===== config.mk =====
export PLATFORM = sky130hd
export DESIGN_NAME = flo_loader
export DESIGN_NICKNAME = d
export VERILOG_FILES = /design/src/rtl/flo_pkg.sv /design/src/rtl/flo_decode.sv /design/src/rtl/flo_bitcnt.sv /design/src/rtl/flo_loader.sv
export SDC_FILE = /design/constraint.sdc
export NUM_CORES = 1
export LEC_CHECK = 0
export ABC_AREA = 1
export BUFFER_PORTS_ARGS = -buffer_cell sky130_fd_sc_hd__buf_4
export CAP_MARGIN = 20
export CORE_ASPECT_RATIO = 0.75
export CORE_MARGIN = 2
export CORE_UTILIZATION = 55
export DETAILED_ROUTE_END_ITERATION = 10
export PLACE_DENSITY = 0.86
export SKIP_LAST_GASP = 1
export SYNTH_ARGS = -nofsm -noshare
export SYNTH_HDL_FRONTEND = slang
export SYNTH_SLANG_ARGS = --single-unit

===== constraint.sdc =====
create_clock -name clk -period 8.6 [get_ports clk]
set_input_delay 0 -clock clk [delete_from_list [all_inputs] [get_ports clk]]
set_output_delay 0 -clock clk [all_outputs]
set_load 0.03 [all_outputs]

===== src/rtl/flo_pkg.sv =====
package flo_pkg;
    typedef enum logic [1:0] {
        MTH_PRESET   = 2'd0,
        MTH_SERIAL   = 2'd1,
        MTH_PARALLEL = 2'd2
    } mth_e;

    localparam int unsigned PRESET_LO  = 8;
    localparam int unsigned PRESET_MID = 16;
    localparam int unsigned PRESET_HI  = 64;
endpackage


===== src/rtl/flo_decode.sv =====
module flo_decode
    import flo_pkg::*;
#(
    parameter int unsigned OFS_W = 20
) (
    input  logic             cfg_mode,
    input  logic [1:0]       cfg_sel,
    output mth_e             mth,
    output logic [OFS_W-1:0] preset
);
    always_comb begin
        mth    = MTH_PRESET;
        preset = '0;
        if (cfg_mode) begin
            mth = cfg_sel[0] ? MTH_PARALLEL : MTH_SERIAL;
        end else begin
            unique case (cfg_sel)
                2'b00:   preset = OFS_W'(PRESET_LO);
                2'b01:   preset = OFS_W'(PRESET_MID);
                default: preset = OFS_W'(PRESET_HI);
            endcase
        end
    end
endmodule


===== src/rtl/flo_bitcnt.sv =====
module flo_bitcnt #(
    parameter int unsigned CNT_W = 6
) (
    input  logic             clk,
    input  logic             clr,
    input  logic             inc,
    input  logic [CNT_W-1:0] limit,
    output logic [CNT_W-1:0] count,
    output logic             full
);
    logic [CNT_W-1:0] cnt_d, cnt_q;

    always_comb begin
        cnt_d = cnt_q;
        if (clr)
            cnt_d = '0;
        else if (inc && !full)
            cnt_d = cnt_q + CNT_W'(1);
    end

    always_ff @(posedge clk) begin
        cnt_q <= cnt_d;
    end

    assign count = cnt_q;
    assign full  = (cnt_q == limit);
endmodule


===== src/rtl/flo_loader.sv =====
module flo_loader
    import flo_pkg::*;
#(
    parameter int unsigned OFS_W  = 20,
    parameter int unsigned DATA_W = 36
) (
    input  logic              clk,
    input  logic              mrst_n,
    input  logic              prst_n,
    input  logic              cfg_mode,
    input  logic [1:0]        cfg_sel,
    input  logic              sen_n,
    input  logic              sdat,
    input  logic              pwr,
    input  logic [DATA_W-1:0] pdata,
    output logic [OFS_W-1:0]  ofs_x,
    output logic [OFS_W-1:0]  ofs_y,
    output logic              load_done
);
    localparam int unsigned CHAIN_W = 2 * OFS_W;
    localparam int unsigned CNT_W   = $clog2(CHAIN_W + 1);

    typedef struct packed {
        mth_e             mth;
        logic [OFS_W-1:0] y;
        logic [OFS_W-1:0] x;
    } st_t;

    st_t              st_d, st_q;
    mth_e             dec_mth;
    logic [OFS_W-1:0] dec_preset;
    logic [CNT_W-1:0] cnt_lim, cnt_val;
    logic             cnt_clr, cnt_inc, cnt_full;
    logic [CHAIN_W-1:0] chain_cur, chain_nxt;

    flo_decode #(.OFS_W(OFS_W)) u_dec (
        .cfg_mode (cfg_mode),
        .cfg_sel  (cfg_sel),
        .mth      (dec_mth),
        .preset   (dec_preset)
    );

    flo_bitcnt #(.CNT_W(CNT_W)) u_cnt (
        .clk   (clk),
        .clr   (cnt_clr),
        .inc   (cnt_inc),
        .limit (cnt_lim),
        .count (cnt_val),
        .full  (cnt_full)
    );

    // Y sits above X, so the first bit in travels to the top of Y
    assign chain_cur = {st_q.y, st_q.x};
    assign chain_nxt = {chain_cur[CHAIN_W-2:0], sdat};

    always_comb begin
        case (st_q.mth)
            MTH_SERIAL:   cnt_lim = CNT_W'(CHAIN_W);
            MTH_PARALLEL: cnt_lim = CNT_W'(2);
            default:      cnt_lim = '0;
        endcase
    end

    always_comb begin
        st_d    = st_q;
        cnt_clr = !mrst_n;
        cnt_inc = 1'b0;
        if (!mrst_n) begin
            st_d.mth = dec_mth;
            st_d.x   = dec_preset;
            st_d.y   = dec_preset;
        end else if (prst_n && !cnt_full) begin
            case (st_q.mth)
                MTH_SERIAL: begin
                    if (!sen_n) begin
                        {st_d.y, st_d.x} = chain_nxt;
                        cnt_inc          = 1'b1;
                    end
                end
                MTH_PARALLEL: begin
                    if (pwr) begin
                        if (cnt_val == '0)
                            st_d.x = pdata[OFS_W-1:0];
                        else
                            st_d.y = pdata[OFS_W-1:0];
                        cnt_inc = 1'b1;
                    end
                end
                default: ;
            endcase
        end
    end

    always_ff @(posedge clk) begin
        st_q <= st_d;
    end

    assign ofs_x     = st_q.x;
    assign ofs_y     = st_q.y;
    assign load_done = cnt_full;
endmodule


==> key figures <==
Floorplanning
  • Die H: 64.34 um
  • Ports: 86
  • Die Area: 5434 um2
  • Rows: 21
  • Die W: 84.46 um
  • Starting Density: 0.5840
  • Core Footprint: 4572 um2

Critical path
  • Crit path required time: 8.61 ns
  • Worst-path fanout max: 43
  • Flop-to-flop setup slack: 5.75 ns
  • CP Launch Type: flop
  • Setup CP Type: reg2reg
  • FF-to-FF path depth: 9
  • FF-to-FF End: ofs_y[8]$_SDFFCE_PN0P_
  • CP Data Arrival Time: 2.86 ns
  • Worst setup EP type: flop
  • R2R Path Start: st_q[41]$_SDFFCE_PN0N_

Placed design
  • Dpl ws: 5.555 ns
  • DP HPWL: 3882 um
  • Placed instance count: 356
  • Port Buffers: 69
  • Routability cong.: 0.8367

Detailed routing
  • Via count: 2,027
  • DRC Markers: 0
  • Vias per cell: 5.493
  • ANT nets after route: 0
  • Post-Route WL: 5666 um
  • Initial drt markers: 232
  • Wirelength per Cell: 15.36 um
  • DR pass1 iterations: 4

STA
  • # setup viols final: 0
  • Final Max Tran Viols: 0
  • Final hold violations: 0
  • Least-Margin Pin Slew: 0.9780 ns
  • Slew margin rel.: 0.3464
  • Fin crit share: 0.3311
  • Post-route setup slack: 5.752 ns
  • F_max: 351.2 MHz
  • RSZ-0062 raised after global routing: no
  • TNS Setup: 0 ns
  • Final worst path period need: 2.848 ns
  • Clock skew: 0.006525 ns

Clocking
  • Clock-pin slew of the registers on the worst-case setup and hold paths: 0.09 ns
  • Max H-tree Level: 2
  • Num CTS Buffers: 5
  • Worst-Skew Late Latency: 0.29 ns
  • CTS tree: done
  • # clock sinks: 48
  • Max clock buf depth: 2
  • Root buf cell: clkbuf_8

Final layout
  • Inserted Diodes: 0
  • NumNets Final: 360
  • Post-Layout Cell Count: 369
  • Post-layout util: 0.6697
  • Area grow syn2layout: 14.67%
  • Fraction of layout cells with a size suffix above 1: 0.2853
  • Fill cells: 374
  • Area of the multi-input gates: 795.8 um2
  • Register area: 1381 um2

GRT
  • Global-route wire length before repair: 9183 um
  • Vias in the first global route: 1,882
  • Overflow after GRT: 0
  • Initial antenna violation count: 0
  • Global Route Usage Sum: 0.2159
  • Largest net degree at the start of global routing: 49

Logic synthesis
  • Most frequent cells after synthesis: 46 x nand3_1, 42 x edfxtp_1, 40 x buf_4
  • Synth Area in Adders: 0.01874
  • Synth Area in Simple Gates: 0.1739
  • Ys async rst share: 0
  • Yosys reg bits: 48
  • Sequential cell area fraction in the yosys report: 0.5173
  • Number of flops mapped to enable cells by yosys: 42
  • Top cell type's share of synthesized area: 0.4724
  • Yosys Warn Count: 0
  • Cell area after synthesis: 2670 um2
  • Post-Synth XOR/XNOR Area: 0.003280
  • Mux cell area share after synthesis: 0
  • Synthesized area per cell: 9.402 um2
  • Largest family of logic cells by synthesized area: buffers and inverters
  • Post-synthesis compound-gate area fraction: 0.09934
  • Dominant cells by area after synthesis: edfxtp_1 47%, buf_4 11%, nand3_1 8.6%
  • Dominant cell type by area after synthesis: edfxtp_1
  • Cells after synthesis: 284
  • Synth Net Count: 333
  • Most frequent cell after synthesis: nand3_1
  • Cell variety after synth: 25
  • Post-synth top flop: edfxtp_1

Power
  • Switch share: 0.2899
  • Internal: 0.0004113 W
  • NetSw: 0.0001679 W
  • Sequential share of power: 0.503
  • PwrDens: 189.2 nW/um2
  • Combinational Power Share: 0.220
  • Total power: 0.0005792 W
  • Max rail drop VDD: 0.1017 mV
  • Clock share of power: 0.276
  • Lkg Pwr: 1.352 nW

Min path
  • Min-Delay Path Depth: 3
  • Hold endpoint: ofs_y[4]$_DFFE_PP_
  • Hold Crit Class: in2reg
  • Min-Delay Startpoint: pdata[4]

Flow run
  • Max-cap violations: 0

Status
  • Status: complete, no violations
==> metal layers <==
| metal | track usage | up-vias | part of all wire |
|---|---|---|---|
| li1 | - | 980 | - |
| met1 | 0.2908 | 944 | 0.41 |
| met2 | 0.3562 | 99 | 0.48 |
| met3 | 0.05685 | 4 | 0.095 |
| met4 | 0.04563 | 0 | 0.0071 |
| met5 | 0 | - | 0 |
==> critical path, cell delays in order, from the launching register on <==
cell and delay (ns):
edfxtp_1 0.40, ha_1 0.26, inv_2 0.53, nand2_1 0.14, nand2_2 0.12, nor2_4 0.04, nand2_4 0.09, nand3_1 0.15
a21oi_2 0.58, buf_6 0.25
==> what timing repair did <==
action	in CTS	in global routing
endpoints found under the hold margin	2	0
buffers inserted	0	0
resized for setup	0	0
setup endpoints to repair	0	0
hold buffers	3	0
==> cell usage in the layout, fill, tap and decap left out, types with 2 or more instances in the layout <==
master         instances
a21oi_1                4
a21oi_2                2
a22o_1                 2
buf_4                 69
buf_6                  2
clkbuf_8               5
dfxtp_1                6
dlygate4sd3_1          3
edfxtp_1              42
ha_1                   4
inv_1                 35
nand2_1               26
nand2_2                3
nand3_1               46
nand4_1                7
nor2_1                 6
nor2_4                 2
o21ai_0               38
==> per-stage QoR <==
step / hold WS [ns] / area [um2]
finish: 0.02003 / 3062
global route: 0.03196 / 3062
CTS: 0.01034 / 3039
detailed placement: 0.2875 / 2902
global placement: 0.2758 / 2902
floorplan: 0.1682 / 2670
==> kinds of logic (layout without fill, tap and decap cells) <==
group	after synthesis	after routing
AND/OR/NAND/NOR	92	92
buffers and inverters	90	118
AO/OA/AOI/OAI	49	49
flip-flops	48	48
adder cells (fa/ha/maj)	4	4
XOR/XNOR	1	1
==> how the worst max path moves through the flow <==
stage,start,end
2_1_floorplan,st_q[41]$_SDFFCE_PN0N_,ofs_x[0]$_SDFFCE_PN0P_
3_3_place_gp,st_q[40]$_SDFFCE_PN0N_,ofs_y[15]$_SDFFCE_PN0P_
3_5_place_dp,st_q[40]$_SDFFCE_PN0N_,ofs_y[16]$_SDFFCE_PN0P_
4_1_cts,st_q[40]$_SDFFCE_PN0N_,ofs_x[17]$_SDFFCE_PN0P_
5_1_grt,st_q[40]$_SDFFCE_PN0N_,ofs_y[9]$_SDFFCE_PN0P_
6_report,st_q[41]$_SDFFCE_PN0N_,ofs_y[8]$_SDFFCE_PN0P_
==> power groups by stage <==
stage / Sequential, W / Clock (W) / Combinational (W)
finish: 0.000292 / 0.000160 / 0.000128
global route: 0.000295 / 0.000172 / 0.000137
CTS: 0.000292 / 0.000163 / 0.000126
detailed placement: 0.000297 / 0 / 0.000125
global placement: 0.000296 / 0 / 0.000122
floorplan: 0.000292 / 0 / 0.000101
==> flip-flops by register name, summed over array words and instances, names as in the netlist <==
register     cells
u_cnt.count      6
ofs_y           20
st_q             2
ofs_x           20
==> cell type report <==
cell class,instances,area share
clock buffers,6,0.02370
clock inverters,2,0.01144
inverters,36,0.04414
multi-input cells,146,0.2599
flip-flops and latches,48,0.4512
well taps,57,0.02329
repair buffers,74,0.1864
Power figures use the tool's default switching activity.
